==> src/rtl/lnpar_pkg.sv <==
package lnpar_pkg;
  typedef enum logic [1:0] {
    MG_FILL  = 2'd0,
    MG_DRAIN = 2'd1,
    MG_EVEN  = 2'd2
  } mg_state_e;
endpackage

==> src/rtl/lnpar_fifo.sv <==
module lnpar_fifo #(
  parameter int W     = 10,
  parameter int DEPTH = 4
) (
  input  logic         clk,
  input  logic         rst_n,
  input  logic         wr_en,
  input  logic [W-1:0] wr_data,
  output logic         full,
  input  logic         rd_en,
  output logic [W-1:0] rd_data,
  output logic         empty
);
  localparam int AW = (DEPTH > 1) ? $clog2(DEPTH) : 1;
  localparam int CW = $clog2(DEPTH + 1);

  logic [W-1:0]  mem [DEPTH];
  logic [AW-1:0] wp_q, wp_d, rp_q, rp_d;
  logic [CW-1:0] cnt_q, cnt_d;
  logic          push, pop;

  assign full    = (cnt_q == CW'(DEPTH));
  assign empty   = (cnt_q == '0);
  assign push    = wr_en && !full;
  assign pop     = rd_en && !empty;
  assign rd_data = mem[rp_q];

  always_comb begin
    wp_d  = wp_q;
    rp_d  = rp_q;
    cnt_d = cnt_q;
    if (push) wp_d = (wp_q == AW'(DEPTH - 1)) ? '0 : wp_q + AW'(1);
    if (pop)  rp_d = (rp_q == AW'(DEPTH - 1)) ? '0 : rp_q + AW'(1);
    if (push && !pop) cnt_d = cnt_q + CW'(1);
    else if (pop && !push) cnt_d = cnt_q - CW'(1);
  end

  always_ff @(posedge clk or negedge rst_n) begin
    if (!rst_n) begin
      wp_q  <= '0;
      rp_q  <= '0;
      cnt_q <= '0;
    end else begin
      wp_q  <= wp_d;
      rp_q  <= rp_d;
      cnt_q <= cnt_d;
    end
  end

  always_ff @(posedge clk) begin
    if (push) mem[wp_q] <= wr_data;
  end
endmodule

==> src/rtl/lnpar_linebuf.sv <==
module lnpar_linebuf #(
  parameter int DW    = 8,
  parameter int DEPTH = 16
) (
  input  logic                     clk,
  input  logic                     we,
  input  logic [$clog2(DEPTH)-1:0] waddr,
  input  logic [DW-1:0]            wdata,
  input  logic [$clog2(DEPTH)-1:0] raddr,
  output logic [DW-1:0]            rdata
);
  logic [DW-1:0] mem [DEPTH];

  always_ff @(posedge clk) begin
    if (we) mem[waddr] <= wdata;
  end

  assign rdata = mem[raddr];
endmodule

==> src/rtl/lnpar_split.sv <==
module lnpar_split
  import lnpar_pkg::*;
#(
  parameter int DW     = 8,
  parameter int MAXW   = 16,
  parameter int FDEPTH = 4
) (
  input  logic          clk,
  input  logic          rst_n,
  input  logic          merge_mode,
  input  logic          in_valid,
  output logic          in_ready,
  input  logic [DW-1:0] in_data,
  input  logic          in_eol,
  input  logic          in_eof,
  output logic          a_valid,
  input  logic          a_ready,
  output logic [DW-1:0] a_data,
  output logic          a_eol,
  output logic          a_eof,
  output logic          b_valid,
  input  logic          b_ready,
  output logic [DW-1:0] b_data,
  output logic          b_eol,
  output logic          b_eof
);
  localparam int AW = $clog2(MAXW);
  localparam int LW = $clog2(MAXW + 1);
  localparam int BW = DW + 2;

  // reset: asserted asynchronously, released after two clocks
  logic [1:0] rsync_q;
  logic       rst_int_n;
  always_ff @(posedge clk or negedge rst_n) begin
    if (!rst_n) rsync_q <= 2'b00;
    else        rsync_q <= {rsync_q[0], 1'b1};
  end
  assign rst_int_n = rsync_q[1];

  mg_state_e     state_q, state_d;
  logic          par_q, par_d;
  logic [AW-1:0] wptr_q, wptr_d, rptr_q, rptr_d;
  logic [LW-1:0] len_q, len_d;
  logic          lone_q, lone_d;

  logic          fa_push, fa_full, fa_empty;
  logic          fb_push, fb_full, fb_empty;
  logic [BW-1:0] fa_din, fb_din, fa_dout, fb_dout;
  logic          buf_we;
  logic [DW-1:0] buf_rd;
  logic [BW-1:0] beat, marker;
  logic          drain_last;

  assign beat       = {in_eof, in_eol, in_data};
  assign marker     = {1'b1, 1'b0, {DW{1'b0}}};
  assign drain_last = (rptr_q == AW'(len_q - LW'(1)));

  always_comb begin
    state_d  = state_q;
    par_d    = par_q;
    wptr_d   = wptr_q;
    rptr_d   = rptr_q;
    len_d    = len_q;
    lone_d   = lone_q;
    in_ready = 1'b0;
    fa_push  = 1'b0;
    fb_push  = 1'b0;
    fa_din   = beat;
    fb_din   = beat;
    buf_we   = 1'b0;
    if (!merge_mode) begin
      state_d = MG_FILL;
      if (!par_q) begin
        in_ready = !fa_full && (!in_eof || !fb_full);
        fa_push  = in_valid && in_ready;
        fb_push  = fa_push && in_eof;
        fb_din   = marker;
      end else begin
        in_ready = !fb_full && (!in_eof || !fa_full);
        fb_push  = in_valid && in_ready;
        fa_push  = fb_push && in_eof;
        fa_din   = marker;
      end
      if (in_valid && in_ready) begin
        if (in_eof)      par_d = 1'b0;
        else if (in_eol) par_d = ~par_q;
      end
    end else begin
      par_d = 1'b0;
      case (state_q)
        MG_FILL: begin
          in_ready = 1'b1;
          buf_we   = in_valid;
          if (in_valid) begin
            wptr_d = wptr_q + AW'(1);
            if (in_eol) begin
              len_d   = LW'(wptr_q) + LW'(1);
              wptr_d  = '0;
              rptr_d  = '0;
              lone_d  = in_eof;
              state_d = MG_DRAIN;
            end
          end
        end
        MG_DRAIN: begin
          fa_din  = {lone_q && drain_last, lone_q && drain_last, buf_rd};
          fa_push = !fa_full;
          if (fa_push) begin
            rptr_d = rptr_q + AW'(1);
            if (drain_last) state_d = lone_q ? MG_FILL : MG_EVEN;
          end
        end
        MG_EVEN: begin
          in_ready = !fa_full;
          fa_push  = in_valid && in_ready;
          if (fa_push && in_eol) state_d = MG_FILL;
        end
        default: state_d = MG_FILL;
      endcase
    end
  end

  always_ff @(posedge clk or negedge rst_int_n) begin
    if (!rst_int_n) begin
      state_q <= MG_FILL;
      par_q   <= 1'b0;
      wptr_q  <= '0;
      rptr_q  <= '0;
      len_q   <= '0;
      lone_q  <= 1'b0;
    end else begin
      state_q <= state_d;
      par_q   <= par_d;
      wptr_q  <= wptr_d;
      rptr_q  <= rptr_d;
      len_q   <= len_d;
      lone_q  <= lone_d;
    end
  end

  lnpar_linebuf #(.DW(DW), .DEPTH(MAXW)) u_line (
    .clk   (clk),
    .we    (buf_we),
    .waddr (wptr_q),
    .wdata (in_data),
    .raddr (rptr_q),
    .rdata (buf_rd)
  );

  lnpar_fifo #(.W(BW), .DEPTH(FDEPTH)) u_fifo_a (
    .clk     (clk),
    .rst_n   (rst_int_n),
    .wr_en   (fa_push),
    .wr_data (fa_din),
    .full    (fa_full),
    .rd_en   (a_ready),
    .rd_data (fa_dout),
    .empty   (fa_empty)
  );

  lnpar_fifo #(.W(BW), .DEPTH(FDEPTH)) u_fifo_b (
    .clk     (clk),
    .rst_n   (rst_int_n),
    .wr_en   (fb_push),
    .wr_data (fb_din),
    .full    (fb_full),
    .rd_en   (b_ready),
    .rd_data (fb_dout),
    .empty   (fb_empty)
  );

  assign a_valid = !fa_empty;
  assign {a_eof, a_eol, a_data} = fa_dout;
  assign b_valid = !fb_empty;
  assign {b_eof, b_eol, b_data} = fb_dout;
endmodule

==> config.mk <==
export PLATFORM = sky130hd
export DESIGN_NAME = lnpar_split
export DESIGN_NICKNAME = d
export VERILOG_FILES = /design/src/rtl/lnpar_pkg.sv /design/src/rtl/lnpar_fifo.sv /design/src/rtl/lnpar_linebuf.sv /design/src/rtl/lnpar_split.sv
export SDC_FILE = /design/constraint.sdc
export NUM_CORES = 1
export LEC_CHECK = 0
export BUFFER_PORTS_ARGS = -buffer_cell sky130_fd_sc_hd__buf_2
export CORE_UTILIZATION = 50
export DETAILED_ROUTE_END_ITERATION = 8
export PLACE_DENSITY = 0.79
export SLEW_MARGIN = 10
export SYNTH_ARGS = -nofsm -noshare
export SYNTH_HDL_FRONTEND = slang
export SYNTH_SLANG_ARGS = --single-unit
==> constraint.sdc <==
create_clock -name clk -period 1.5 [get_ports clk]
set_input_delay 0.075 -clock clk [delete_from_list [all_inputs] [get_ports clk]]
set_output_delay 0.075 -clock clk [all_outputs]
set_load 0.01 [all_outputs]
# == Word level (Yosys, flattened, before mapping) ==
# Memory sizes are Yosys's and may differ from the RTL's.
# Cells that the tools add are included.
# word_totals
wordCells,135
reg_bits,32
memories,3
ramBits,208
# mem_list
memory,depth,word_bits,rd,rd_ports_with_merged_regs,write_ports,line_no,rtl
u_line.mem,16,8,1,0,1,lnpar_linebuf.sv:12,logic [DW-1:0] mem [DEPTH];
u_fifo_a.mem,4,10,1,0,1,lnpar_fifo.sv:17,logic [W-1:0] mem [DEPTH];
u_fifo_b.mem,4,10,1,0,1,lnpar_fifo.sv:17,
# classes
n_eq_ne,17
bitwise_logic,1
reduce_logical,42
add_sub_neg,12
muxes,47
# op_table
operator,n
10-bit two-way mux,5
2-bit two-way mux,11
1-bit two-way mux,19
1-bit logical AND,18
4-bit two-way mux,4
3-bit != test (second input constant),5
4-bit by 1-bit adder with 4-bit output (second input constant),3
3-bit two-way mux,4
2-bit == test (second input constant),5
5-bit AND reduction,2
1-bit logical NOT,9
2-bit by 1-bit adder with 2-bit output (second input constant),4
4-bit one-hot mux with 2 select lines,1
2-bit nonzero test,4
3-bit by 1-bit adder with 3-bit output (second input constant),2
3-bit == test (second input constant),2
3-bit logical NOT,2
2-bit != test (second input constant),3
2-bit one-hot mux with 3 select lines,1
3-bit by 1-bit subtractor with 3-bit output (second input constant),2
4-bit == test,1
1-bit one-hot mux with 2 select lines,2
4-bit AND reduction,1
4-bit by 1-bit subtractor with 4-bit output (second input constant),1
other kinds (7),8

# == Depth between registers and ports, before layout ==
# Gate-level depths: netlist of run 1.
# logic_depth
depth_word,13
mapped_depth,13
mapped_depth_nobuf,12

# == Modules after synthesis ==
# From an unflattened synthesis of run 1, not the netlist that was laid out.
# unflattened
hier_cells,574
hier_area_um2,10186.0
# modules_own_cells
module,cells_each,area_per_inst_um2,instances
lnpar_linebuf,221,4987.3,1
lnpar_fifo (u_fifo_b),89,1895.6,1
lnpar_fifo (u_fifo_a),89,1885.6,1
lnpar_split,175,1417.6,1

# == Worst setup path after synthesis of run 1 ==
# OpenSTA, ideal clock, no wires.
# synth_path
path_kind,reg2reg
from,reg state_q[1]
to,reg u_fifo_a.cnt_q[2]
stages_incl_launch_ff,14
n_path_buf,1
slack_ns,-0.727
arrival_ns,2.148
setup_time_ns,0.079
path_cell_list,dfrtp_1 inv_1 ha_1 buf_2 inv_1 nand2_1 a31oi_1 nor2_2 ha_1 inv_1 fa_1 xor2_1 nor2_1 xor2_1
# synth_via
elab_chain_cells,7
# synth_rtl
item,line_no,rtl
"start, declared",lnpar_split.sv:40,"mg_state_e state_q, state_d;"
"start signal, assigned",lnpar_split.sv:132,state_q <= state_d;
2-bit == test or 2-bit by 1-bit == test with 1-bit output (tied branches),lnpar_split.sv:90,case (state_q)
1-bit one-hot mux with 2 select lines *,lnpar_split.sv:90,
1-bit two-way mux *,lnpar_split.sv:71,if (!merge_mode) begin
1-bit logical AND *,lnpar_fifo.sv:24,assign push = wr_en && !full;
net u_fifo_a.push,lnpar_fifo.sv:20,"logic push, pop;"
1-bit logical NOT,lnpar_fifo.sv:35,else if (pop && !push) cnt_d = cnt_q - CW'(1);
1-bit logical AND,lnpar_fifo.sv:35,
2-bit nonzero test (no source line),-,
"end signal, assigned",lnpar_fifo.sv:46,cnt_q <= cnt_d;
"end, declared",lnpar_fifo.sv:19,"logic [CW-1:0] cnt_q, cnt_d;"
# The timed path passes the listed nets; every way through them passes the cells marked *.
# A chain may end at the register's enable or synchronous reset.

# == Worst setup path after layout of run 1 ==
# layout_path
from,reg u_fifo_b.cnt_q[2]
to,reg u_fifo_b.cnt_q[2]
# layout_via
elab_chain_cells,12
# layout_rtl
item,line_no,rtl
"start, declared",lnpar_fifo.sv:19,
"start signal, assigned",lnpar_fifo.sv:46,
3-bit == test *,lnpar_fifo.sv:22,assign full = (cnt_q == CW'(DEPTH));
1-bit logical NOT *,"lnpar_fifo.sv:24, lnpar_split.sv:74, lnpar_split.sv:79",
1-bit logical OR,lnpar_split.sv:74,in_ready = !fa_full && (!in_eof || !fb_full);
1-bit logical AND,lnpar_split.sv:74,
1-bit logical AND,lnpar_split.sv:75,fa_push = in_valid && in_ready;
1-bit logical AND,lnpar_split.sv:76,fb_push = fa_push && in_eof;
1-bit two-way mux,lnpar_split.sv:73,if (!par_q) begin
1-bit two-way mux,lnpar_split.sv:71,
1-bit logical AND *,lnpar_fifo.sv:24,
net u_fifo_b.push,lnpar_fifo.sv:20,
1-bit logical NOT,lnpar_fifo.sv:35,
1-bit logical AND,lnpar_fifo.sv:35,
2-bit nonzero test (no source line),-,
# The timed path passes the listed nets; every way through them passes the cells marked *. The select of a mux whose other input is x is not followed.

==> results of run 1 <==
==> worst max-delay path by stage <==
stage	startpoint	to	cells past startpoint
6_report	u_fifo_b.cnt_q[2]	u_fifo_b.cnt_q[2]	10
5_1_grt	state_q[1]	u_fifo_a.cnt_q[2]	12
4_1_cts	state_q[0]	u_fifo_a.cnt_q[2]	12
3_5_place_dp	state_q[0]	u_fifo_a.cnt_q[2]	12
3_3_place_gp	state_q[0]	u_fifo_a.cnt_q[2]	12
2_1_floorplan	state_q[1]	u_fifo_a.cnt_q[2]	13
==> layout make-up <==
type	instances	share of cell area, %
clock buffers	33	5.15
clock inverters	14	0.508
inverters	14	0.388
multi-input cells	318	27.1
flip-flops and latches	240	52.1
well taps	265	2.45
repair buffers	174	12.3
==> stage by stage <==
step / total power [mW] / cells
global route: 25.4 / 1058
global placement: 14.8 / 934
floorplan: 12.8 / 592
CTS: 22.6 / 1021
detailed placement: 15.2 / 934
finish: 24.5 / 1058
==> layer usage <==
layer | GRT usage (%) | up-vias | share of wire, %
met5 | 0 | - | 0
met4 | 8.90 | 0 | 3.9
met3 | 3.94 | 80 | 6.3
met2 | 40.9 | 303 | 52
met1 | 30.5 | 3294 | 38
li1 | - | 2687 | -
==> flip-flops by register name (all words and copies together) (netlist names) <==
name            cells
rptr_q              4
par_q               1
lone_q              1
u_fifo_a.wp_q       2
u_fifo_a.rp_q       2
u_line.mem        128
u_fifo_a.cnt_q      3
u_fifo_b.mem       40
u_fifo_b.rp_q       2
u_fifo_b.wp_q       2
state_q             2
wptr_q              4
len_q               4
u_fifo_a.mem       40
rsync_q             2
u_fifo_b.cnt_q      3
==> tightest hold or removal path, cell delays in order <==
cell and delay [ns]:
buf_2 0.15, a22oi_2 0.12, o21ai_4 0.09
==> cells in the final DEF (no fill, tap or decap), types with 9 or more instances in the layout <==
cell type,instances
buf_4,82
ha_1,15
a221oi_2,9
buf_2,18
clkbuf_16,29
buf_12,9
mux2i_1,30
and2_4,31
nor2b_1,18
nor2_1,14
buf_6,45
edfxtp_1,208
dlygate4sd3_1,13
mux4_2,36
nand2_1,15
dfrtp_1,25
==> power by group through the flow <==
stage	registers, mW	logic, mW	clock network [mW]
4_1_cts	8.65	8.13	5.82
6_report	8.70	9.98	5.79
5_1_grt	8.75	10.5	6.08
3_3_place_gp	8.64	6.16	0
3_5_place_dp	8.70	6.51	0
2_1_floorplan	8.63	4.17	0
==> kinds of logic (layout without fill, tap and decap cells) <==
logic type                 Yosys count  count (layout)  share of synthesized area (%)
muxes                               79              79                           12.4
xor gates and xnor gates            13              13                           1.13
AOI/OAI and AO/OA                   79              79                           5.37
buffers and inverters               42             235                           1.79
and+or+nand+nor                    115             123                           6.41
other                                1               1                         0.0372
adders and majority gates           23              23                           3.00
DFF                                240             240                           69.8
==> repair_timing <==
action | in CTS | in global routing
pin swaps | 38 | 34
endpoints found under the setup margin | 296 | 299
gates cloned | 12 | 1
resized for setup | 118 | 89
endpoints found under the hold margin | 48 | 0
setup buffers | 17 | 41
hold buffers | 13 | 0
==> out/metrics.yaml, run 1 <==
yosysSeqAreaShare_pct: 69.8
hold_class: "in -> reg"
critPathTopFamily: "simple AND/OR/NAND/NOR gates"
antenna_found_initial: 0
holdWs_ns: 0.0343
finish.utilization_pct: 69.2
switchingPower_mw: 7.80
start_util_pct: 51.5
synth_most_common_cell: "edfxtp_1"
cp_cell_sequence: "nor3b_4 > buf_6 > a21oi_2 > nor3b_4 > ha_4 > inv_2 > fa_2 > xor2_1 > nor2_1 > xor2_1"
start_kind: "flop"
synth_flop_cell: "edfxtp_1"
grt_pass1_wl_um: 36000
clk_pin_slew_ns: 0.06
drive_gt1_share_pct: 48.2
required_ns: 1.94
r2r_setup_slack_ns: -0.68
die_area_um2: 20700
synth.avg_cell_area_um2: 17.0
core_um2: 19600
multi_input_area_um2: 3670
path_buf_inv: 2
fin_area_um2: 13600
ant_nets: 0
insertion_delay_ns: 0.52
place.gp.congestion: 0.846
synth_area_leaders: "edfxtp_1 62%, mux4_2 8.0%, dfrtp_1 7.9%"
fin_ws_ns: -0.684
syn_area_um2: 10100
cts.path.max_buffers: 3
diodes: 0
p_int_mw: 16.7
grt_max_degree: 31
grt_setup_unrepaired: "true"
clockPowerShare_pct: 23.7
tns_ns: -96.39
nFillCells: 1101
min_period_over_period_pct: 146
io_buffer_count: 38
clock-skew-final_ns: 0.0185
wl_per_cell_um: 24.5
synthArstFlopShare_pct: 13.3
clock-sinks: 240
ys_types: 51
power.density_cell_area_nw_per_um2: 1810
synth.top_cells.by_count: "208 x edfxtp_1, 36 x mux4_2, 34 x mux2i_1"
cts-buffers-inserted: 26
rows: 51
cpMaxStageDelayCell: "dfrtp_1"
min_path_cells: 3
finalSetupViolations: 296
drv_cap: 0
fin_crit_ns: 2.18
r2r_start: "u_fifo_b.cnt_q[2]"
yosys.area.top_type: "edfxtp_1"
fp.dieH_um: 144
gr-total-overflow: 0
hold_viol: 0
hpwl_um: 14000
critical_path.endpoint_type: "flop"
power.leakage_nw: 4.85
p_comb_share_pct: 40.8
drc_errors: 0
cts_tree: "yes"
synth_edf_count: 208
arrival_ns: 2.63
yosys_warnings: 0
area_growth_pct: 34.4
ir_worst_vdd_uv: 993
r2r_end: "u_fifo_b.cnt_q[2]"
detail_route.iter0.violations: 604
status: "complete, but fails checks"
first_global_vias: 6273
chipWidth_um: 144
final_max_slew_viol_count: 0
seqCellArea_um2: 7060
ios: 39
violations: "setup timing"
worst-path-max-fanout: 2
first_pass_iters: 5
r2r_cells: 10
vias: 6364
synth_top_area_share_pct: 61.9
p_sw_share_pct: 31.9
slowest_delay_ns: 0.39
clock.fmax_mhz: 458
totalWireLength_um: 25900
cts_max_level: 1
final_nets: 813
synth-seq-cells: 240
worstHoldStart: "in_data[6]"
seqPwrFrac_pct: 35.6
syn_nets: 631
place_area_um2: 11200
grt_usage_pct: 23.8
hold_end: "u_fifo_a.mem[0][6]"
cts-root-buf: "clkbuf_16"
synthCells: 592
criticalPathCategory: "reg -> reg"
via_per_inst: 6.02
dp_slack_ns: -0.693
(Power assumes the default switching activity.)
==> run 2, diff against run 1 <==
--- a/config.mk
+++ b/config.mk
@@ -6,10 +6,9 @@
 export NUM_CORES = 1
 export LEC_CHECK = 0
 export BUFFER_PORTS_ARGS = -buffer_cell sky130_fd_sc_hd__buf_2
-export CORE_UTILIZATION = 50
+export CORE_UTILIZATION = 56
 export DETAILED_ROUTE_END_ITERATION = 8
-export PLACE_DENSITY = 0.79
-export SLEW_MARGIN = 10
+export PLACE_DENSITY = 0.85
 export SYNTH_ARGS = -nofsm -noshare
 export SYNTH_HDL_FRONTEND = slang
 export SYNTH_SLANG_ARGS = --single-unit
==> constraint.sdc (replaced) <==
create_clock -name clk -period 1.5 [get_ports clk]
set_input_delay 0.075 -clock clk [delete_from_list [all_inputs] [get_ports clk]]
set_output_delay 0.075 -clock clk [all_outputs]
set_load 0.05 [all_outputs]
==> out/metrics.yaml, run 2 (synthesis results as in run 1) <==
drc_errors: 0  # unchanged
cts_max_level: 1  # unchanged
clock-sinks: 240  # unchanged
dp.cells: 895  # -4.2%
nFillCells: 809  # -27%
fin_ws_ns: -0.878  # -0.194 ns
largest_register_ffs: 128  # unchanged
critical_path.endpoint_type: "flop"
rows: 48  # -5.9%
power.density_cell_area_nw_per_um2: 1950  # +8.2%
min_period_over_period_pct: 159  # +13 points
cts.path.max_buffers: 3  # unchanged
slowest_delay_ns: 0.44  # +0.05 ns
drv_cap: 0  # unchanged
finalSetupViolations: 300  # +1.4%
grt_max_degree: 31  # unchanged
cts_tree: "yes"
tns_ns: -116.04  # -19.65 ns
final_nets: 801  # -1.5%
hpwl_um: 13900  # -0.69%
ir_worst_vdd_uv: 1470  # +48%
antenna_found_initial: 0  # unchanged
hold_viol: 0  # unchanged
chipWidth_um: 136  # -5.4%
area_growth_pct: 33.4
violations: "setup timing"
hold_class: "in -> reg"
worst-path-max-fanout: 3  # +1
first_global_vias: 6396  # +2.0%
cts-buffers-inserted: 24  # -7.7%
wl_per_cell_um: 29.9  # +22%
die_area_um2: 18600  # -11%
layout_common_cells: "208 x edfxtp_1, 73 x buf_4, 53 x buf_6"
via_per_inst: 6.73  # +12%
critPathTopFamily: "adder cells"
fin_crit_ns: 2.38  # +0.194 ns
grt_pass1_wl_um: 37900  # +5.2%
grt_usage_pct: 28.3  # +4.5 points
start_kind: "flop"
status: "complete, but fails checks"
r2r_start: "state_q[1]"
path_buf_inv: 3  # +1
cpMaxStageDelayCell: "dfrtp_1"
place.gp.congestion: 0.869  # +2.8%
instances_no_fill: 1005  # -5.0%
totalWireLength_um: 30100  # +16%
first_pass_iters: 6  # +1
start_util_pct: 57.9  # +6.4 points
gr-total-overflow: 0  # unchanged
io_buffer_count: 38  # unchanged
power.leakage_nw: 4.81  # -0.86%
detail_route.iter0.violations: 941  # +56%
worstHoldStart: "b_ready"
clk_pin_slew_ns: 0.07  # about the same
grt_setup_unrepaired: "true"
clock.fmax_mhz: 420  # -8.2%
top_regs: "u_line.mem (128), u_fifo_a.mem (40), u_fifo_b.mem (40)"
core_um2: 17400  # -11%
final_max_slew_viol_count: 0  # unchanged
diodes: 0  # unchanged
arrival_ns: 2.81  # +0.18 ns
drive_gt1_share_pct: 48.8  # +0.67 points
clock-skew-final_ns: 0.0112  # -0.00734 ns
crit_start: "state_q[1]"
largest_register: "u_line.mem"
ant_nets: 0  # unchanged
cp_cell_sequence: "inv_4 > ha_4 > inv_2 > nand2_2 > a31oi_4 > nor2_4 > ha_4 > inv_4 > fa_2 > xor2_1 > nor2_1 > xor2_1"
cts-root-buf: "clkbuf_16"
slew-limit-headroom_pct: 43.5
vias: 6768  # +6.3%
fp.dieH_um: 136  # -5.4%
required_ns: 1.93  # about the same
insertion_delay_ns: 0.52  # about the same
final_common_cell: "edfxtp_1"
criticalPathCategory: "reg -> reg"
worst_slew_pin_slew_ns: 0.848
ios: 39  # unchanged
[run 2: path summary, 6_finish.rpt]
path,end,slack [ns],cells after the start
min reg2reg,u_fifo_b.cnt_q[0],0.29,1
max,u_fifo_a.cnt_q[2],-0.88,12
min in group asynchronous,u_fifo_b.cnt_q[0],0.29,1
min,u_fifo_b.rp_q[0],0.05,4
max reg2reg,u_fifo_a.cnt_q[2],-0.88,12
max in group asynchronous,u_fifo_b.rp_q[1],0.87,1
[run 2: layout make-up]
| class | instances | area [µm²] | area share (%) |
|---|---|---|---|
| clock buffer | 31 | 668 | 4.97 |
| clock inverter | 13 | 135 | 1.00 |
| sequential | 240 | 7060 | 52.5 |
| multi-input combinational | 318 | 3670 | 27.3 |
| inverter | 14 | 62.6 | 0.465 |
| timing repair buffer | 164 | 1570 | 11.7 |
| tap | 225 | 282 | 2.09 |
[run 2: where the power goes]
group / switching (mW) / leakage [nW] / internal (mW)
Combinational: 5.95 / 2.16 / 5.19
Sequential: 0.790 / 2.26 / 8.12
Clock: 2.59 / 0.391 / 3.65
[run 2: repair_timing]
item                                    4_1_cts  5_1_grt
hold buffers                                 11        0
endpoints found under the hold margin        25        0
cloned                                        6        5
endpoints found under the setup margin      296      299
pin swaps                                    30       37
buffers inserted                             23       30
resized for setup                           138      106
[run 2: through the flow]
stage / total power [mW] / setup slack [ns] / util (%) / hold slack (ns) / cell area (µm²)
floorplan: 14.0 / -0.671 / - / -0.221 / 10300
global placement: 15.9 / -0.528 / 64.3 / -0.140 / 11200
detailed placement: 16.2 / -0.622 / 64.3 / -0.137 / 11200
CTS: 23.9 / -0.654 / 73.3 / 0.0116 / 12800
global route: 27.0 / -0.882 / 77.2 / 0.0516 / 13500
finish: 26.3 / -0.878 / 77.2 / 0.0476 / 13500
[run 2: tightest hold or removal path, stage by stage]
cell and delay [ns]:
buf_2 0.12, nand2_4 0.09, buf_6 0.12, a21o_1 0.13
[run 2: per-layer routing]
metal  vias to the layer above  global-route usage (%)  wire length [µm]
met5                         -                       0                 0
met4                         0                    12.7              1980
met3                       150                    4.51              2880
met2                       556                    47.3             14800
met1                      3411                    36.7             10400
li1                       2651                       -                 -
==> run 3, diff against run 2 <==
--- a/config.mk
+++ b/config.mk
@@ -6,9 +6,12 @@
 export NUM_CORES = 1
 export LEC_CHECK = 0
 export BUFFER_PORTS_ARGS = -buffer_cell sky130_fd_sc_hd__buf_2
+export CELL_PAD_IN_SITES_DETAIL_PLACEMENT = 0
+export CELL_PAD_IN_SITES_GLOBAL_PLACEMENT = 1
 export CORE_UTILIZATION = 56
+export CTS_CLUSTER_DIAMETER = 150
 export DETAILED_ROUTE_END_ITERATION = 8
-export PLACE_DENSITY = 0.85
+export PLACE_DENSITY = 0.95
 export SYNTH_ARGS = -nofsm -noshare
 export SYNTH_HDL_FRONTEND = slang
 export SYNTH_SLANG_ARGS = --single-unit
==> constraint.sdc (replaced) <==
create_clock -name clk -period 2.95 [get_ports clk]
set_input_delay 0.1475 -clock clk [delete_from_list [all_inputs] [get_ports clk]]
set_output_delay 0.1475 -clock clk [all_outputs]
set_load 0.05 [all_outputs]
==> out/metrics.yaml, run 3 (synthesis results as in run 1) <==
status: "finished, final reports clean"
die_area_um2: 18600  # unchanged
core_um2: 17400  # unchanged
critPathTopFamily: "adder cells"
power.density_cell_area_nw_per_um2: 927  # -53%
insertion_delay_ns: 0.51  # about the same
worstHoldStart: "in_valid"
endpoint: "u_fifo_a.cnt_q[2]"
finalSetupViolations: 0  # -100%
worst-path-max-fanout: 11  # +8
grt_max_degree: 37  # +19%
min_period_over_period_pct: 89.1  # -70 points
first_pass_iters: 6  # unchanged
r2r_cells: 12  # unchanged
layout_common_cells: "208 x edfxtp_1, 38 x buf_2, 36 x mux4_2"
largest_register_ffs: 128  # unchanged
top_regs: "u_line.mem (128), u_fifo_a.mem (40), u_fifo_b.mem (40)"
hpwl_um: 12700  # -8.5%
start_kind: "flop"
cpMaxStageDelayCell: "dfrtp_1"
worst_slew_pin_slew_ns: 1.01  # +0.157 ns
detail_route.iter0.violations: 620  # -34%
final_nets: 681  # -15%
hold_viol: 0  # unchanged
clk_pin_slew_ns: 0.06  # about the same
diodes: 0  # unchanged
totalWireLength_um: 19100  # -37%
cts_resized: 0  # -100%
cts_tree: "yes"
cts-buffers-inserted: 24  # unchanged
final_max_slew_viol_count: 0  # unchanged
area_growth_pct: 12.4
start_util_pct: 57.9  # unchanged
grt_setup_unrepaired: "false"
r2r_start: "state_q[1]"
slowest_delay_ns: 0.40  # -0.04 ns
crit_start: "state_q[1]"
first_global_vias: 5474  # -14%
r2r_end: "u_fifo_a.cnt_q[2]"
io_buffer_count: 38  # unchanged
ios: 39  # unchanged
ant_nets: 0  # unchanged
ctsHoldBuffers: 5  # -6
via_per_inst: 6.06  # -10%
cts.path.max_buffers: 3  # unchanged
drive_gt1_share_pct: 20.0  # -29 points
fin_ws_ns: 0.323  # +1.20 ns
clock.fmax_mhz: 381  # -9.5%
final_common_cell: "edfxtp_1"
antenna_found_initial: 0  # unchanged
ir_worst_vdd_uv: 770  # -48%
hold_class: "in -> reg"
slew-limit-headroom_pct: 33.0  # -10 points
drv_cap: 0  # unchanged
cts-root-buf: "clkbuf_16"
r2r_setup_slack_ns: 0.32  # +1.20 ns
power.leakage_nw: 3.89  # -19%
cp_cell_sequence: "inv_1 > ha_1 > inv_1 > nand2_1 > a31oi_1 > nor2_2 > ha_1 > inv_1 > fa_1 > xor2_1 > nor2_1 > xor2_1"
path_buf_inv: 3  # unchanged
arrival_ns: 3.05  # +0.24 ns
fin_total_pwr_mw: 10.5  # -60%
finish.utilization_pct: 65.1  # -12 points
tns_ns: 0  # +116.04 ns
rows: 48  # unchanged
vias: 5366  # -21%
worst-path-stages: 12  # unchanged
grt_usage_pct: 21.9  # -6.4 points
cts_setup_buffers: 0  # -100%
critical_path.endpoint_type: "flop"
criticalPathCategory: "reg -> reg"
path_common_cell: "inv_1"
chipWidth_um: 136  # unchanged
place.gp.congestion: 0.821  # -5.6%
clock-sinks: 240  # unchanged
clock-skew-final_ns: 0.00959  # -0.00159 ns
holdWs_ns: 0.0245  # -0.0231 ns
fp.dieH_um: 136  # unchanged
largest_register: "u_line.mem"
dp_slack_ns: 0.345  # +0.967 ns
gr-total-overflow: 0  # unchanged
required_ns: 3.37  # +1.44 ns
grt_pass1_wl_um: 30100  # -20%
drc_errors: 0  # unchanged
fin_crit_ns: 2.63  # +0.249 ns
cts_max_level: 1  # unchanged
wl_per_cell_um: 21.6  # -28%
## run 3: cell count changes in the layout (fill, tap and decap cells not counted), sizes merged
cell | before | now
dlygate4sd3 | 11 | 5
and2 | 33 | 25
bufinv | 3 | 1
buf | 151 | 47
clkinv | 10 | 6
clkinvlp | 1 | 0
clkbuf | 33 | 37
inv | 13 | 14
## run 3: power by group
group | internal, mW | leakage, nW | total [mW] | switching [mW]
Sequential | 4.12 | 2.27 | 4.53 | 0.409
Clock | 1.77 | 0.376 | 2.95 | 1.18
Combinational | 1.18 | 1.25 | 3.03 | 1.86
## run 3: worst min path at each step
stage,to,cells past startpoint,slack (ns)
3_3_place_gp,rsync_q[0],1,-0.07
3_5_place_dp,rsync_q[1],1,-0.06
4_1_cts,u_fifo_a.rp_q[0],3,0.005
2_1_floorplan,rsync_q[0],0,-0.15
6_report,par_q,4,0.02
5_1_grt,par_q,4,0.03
## run 3: worst reg2reg max path, cell delays in order, from the launching register on
cell	delay [ns]
dfrtp_1	0.40
inv_1	0.09
ha_1	0.37
inv_1	0.12
nand2_1	0.07
a31oi_1	0.09
nor2_2	0.24
ha_1	0.25
inv_1	0.07
fa_1	0.38
xor2_1	0.17
nor2_1	0.13
xor2_1	0.18
## run 3: metrics by stage
stage	cell area, µm²	std cells
global route	11300	885
detailed placement	10500	836
CTS	11300	885
floorplan	10100	592
global placement	10500	836
finish	11300	885
## run 3: layer usage
| metal | share of wire [%] | global-route usage (%) | vias up |
|---|---|---|---|
| met4 | 2.1 | 7.10 | 0 |
| met5 | 0 | 0 | - |
| met1 | 40 | 29.9 | 2725 |
| li1 | - | - | 2407 |
| met3 | 6.2 | 2.87 | 38 |
| met2 | 51 | 36.6 | 196 |
## run 3: layout make-up
class,count,area (µm²)
Inverter,14,52.6
Tap cell,225,282
Fill cell,1153,6080
Multi-Input combinational cell,310,2860
Clock inverter,7,53.8
Sequential cell,240,7050
Clock buffer,37,723
Timing Repair Buffer,52,320
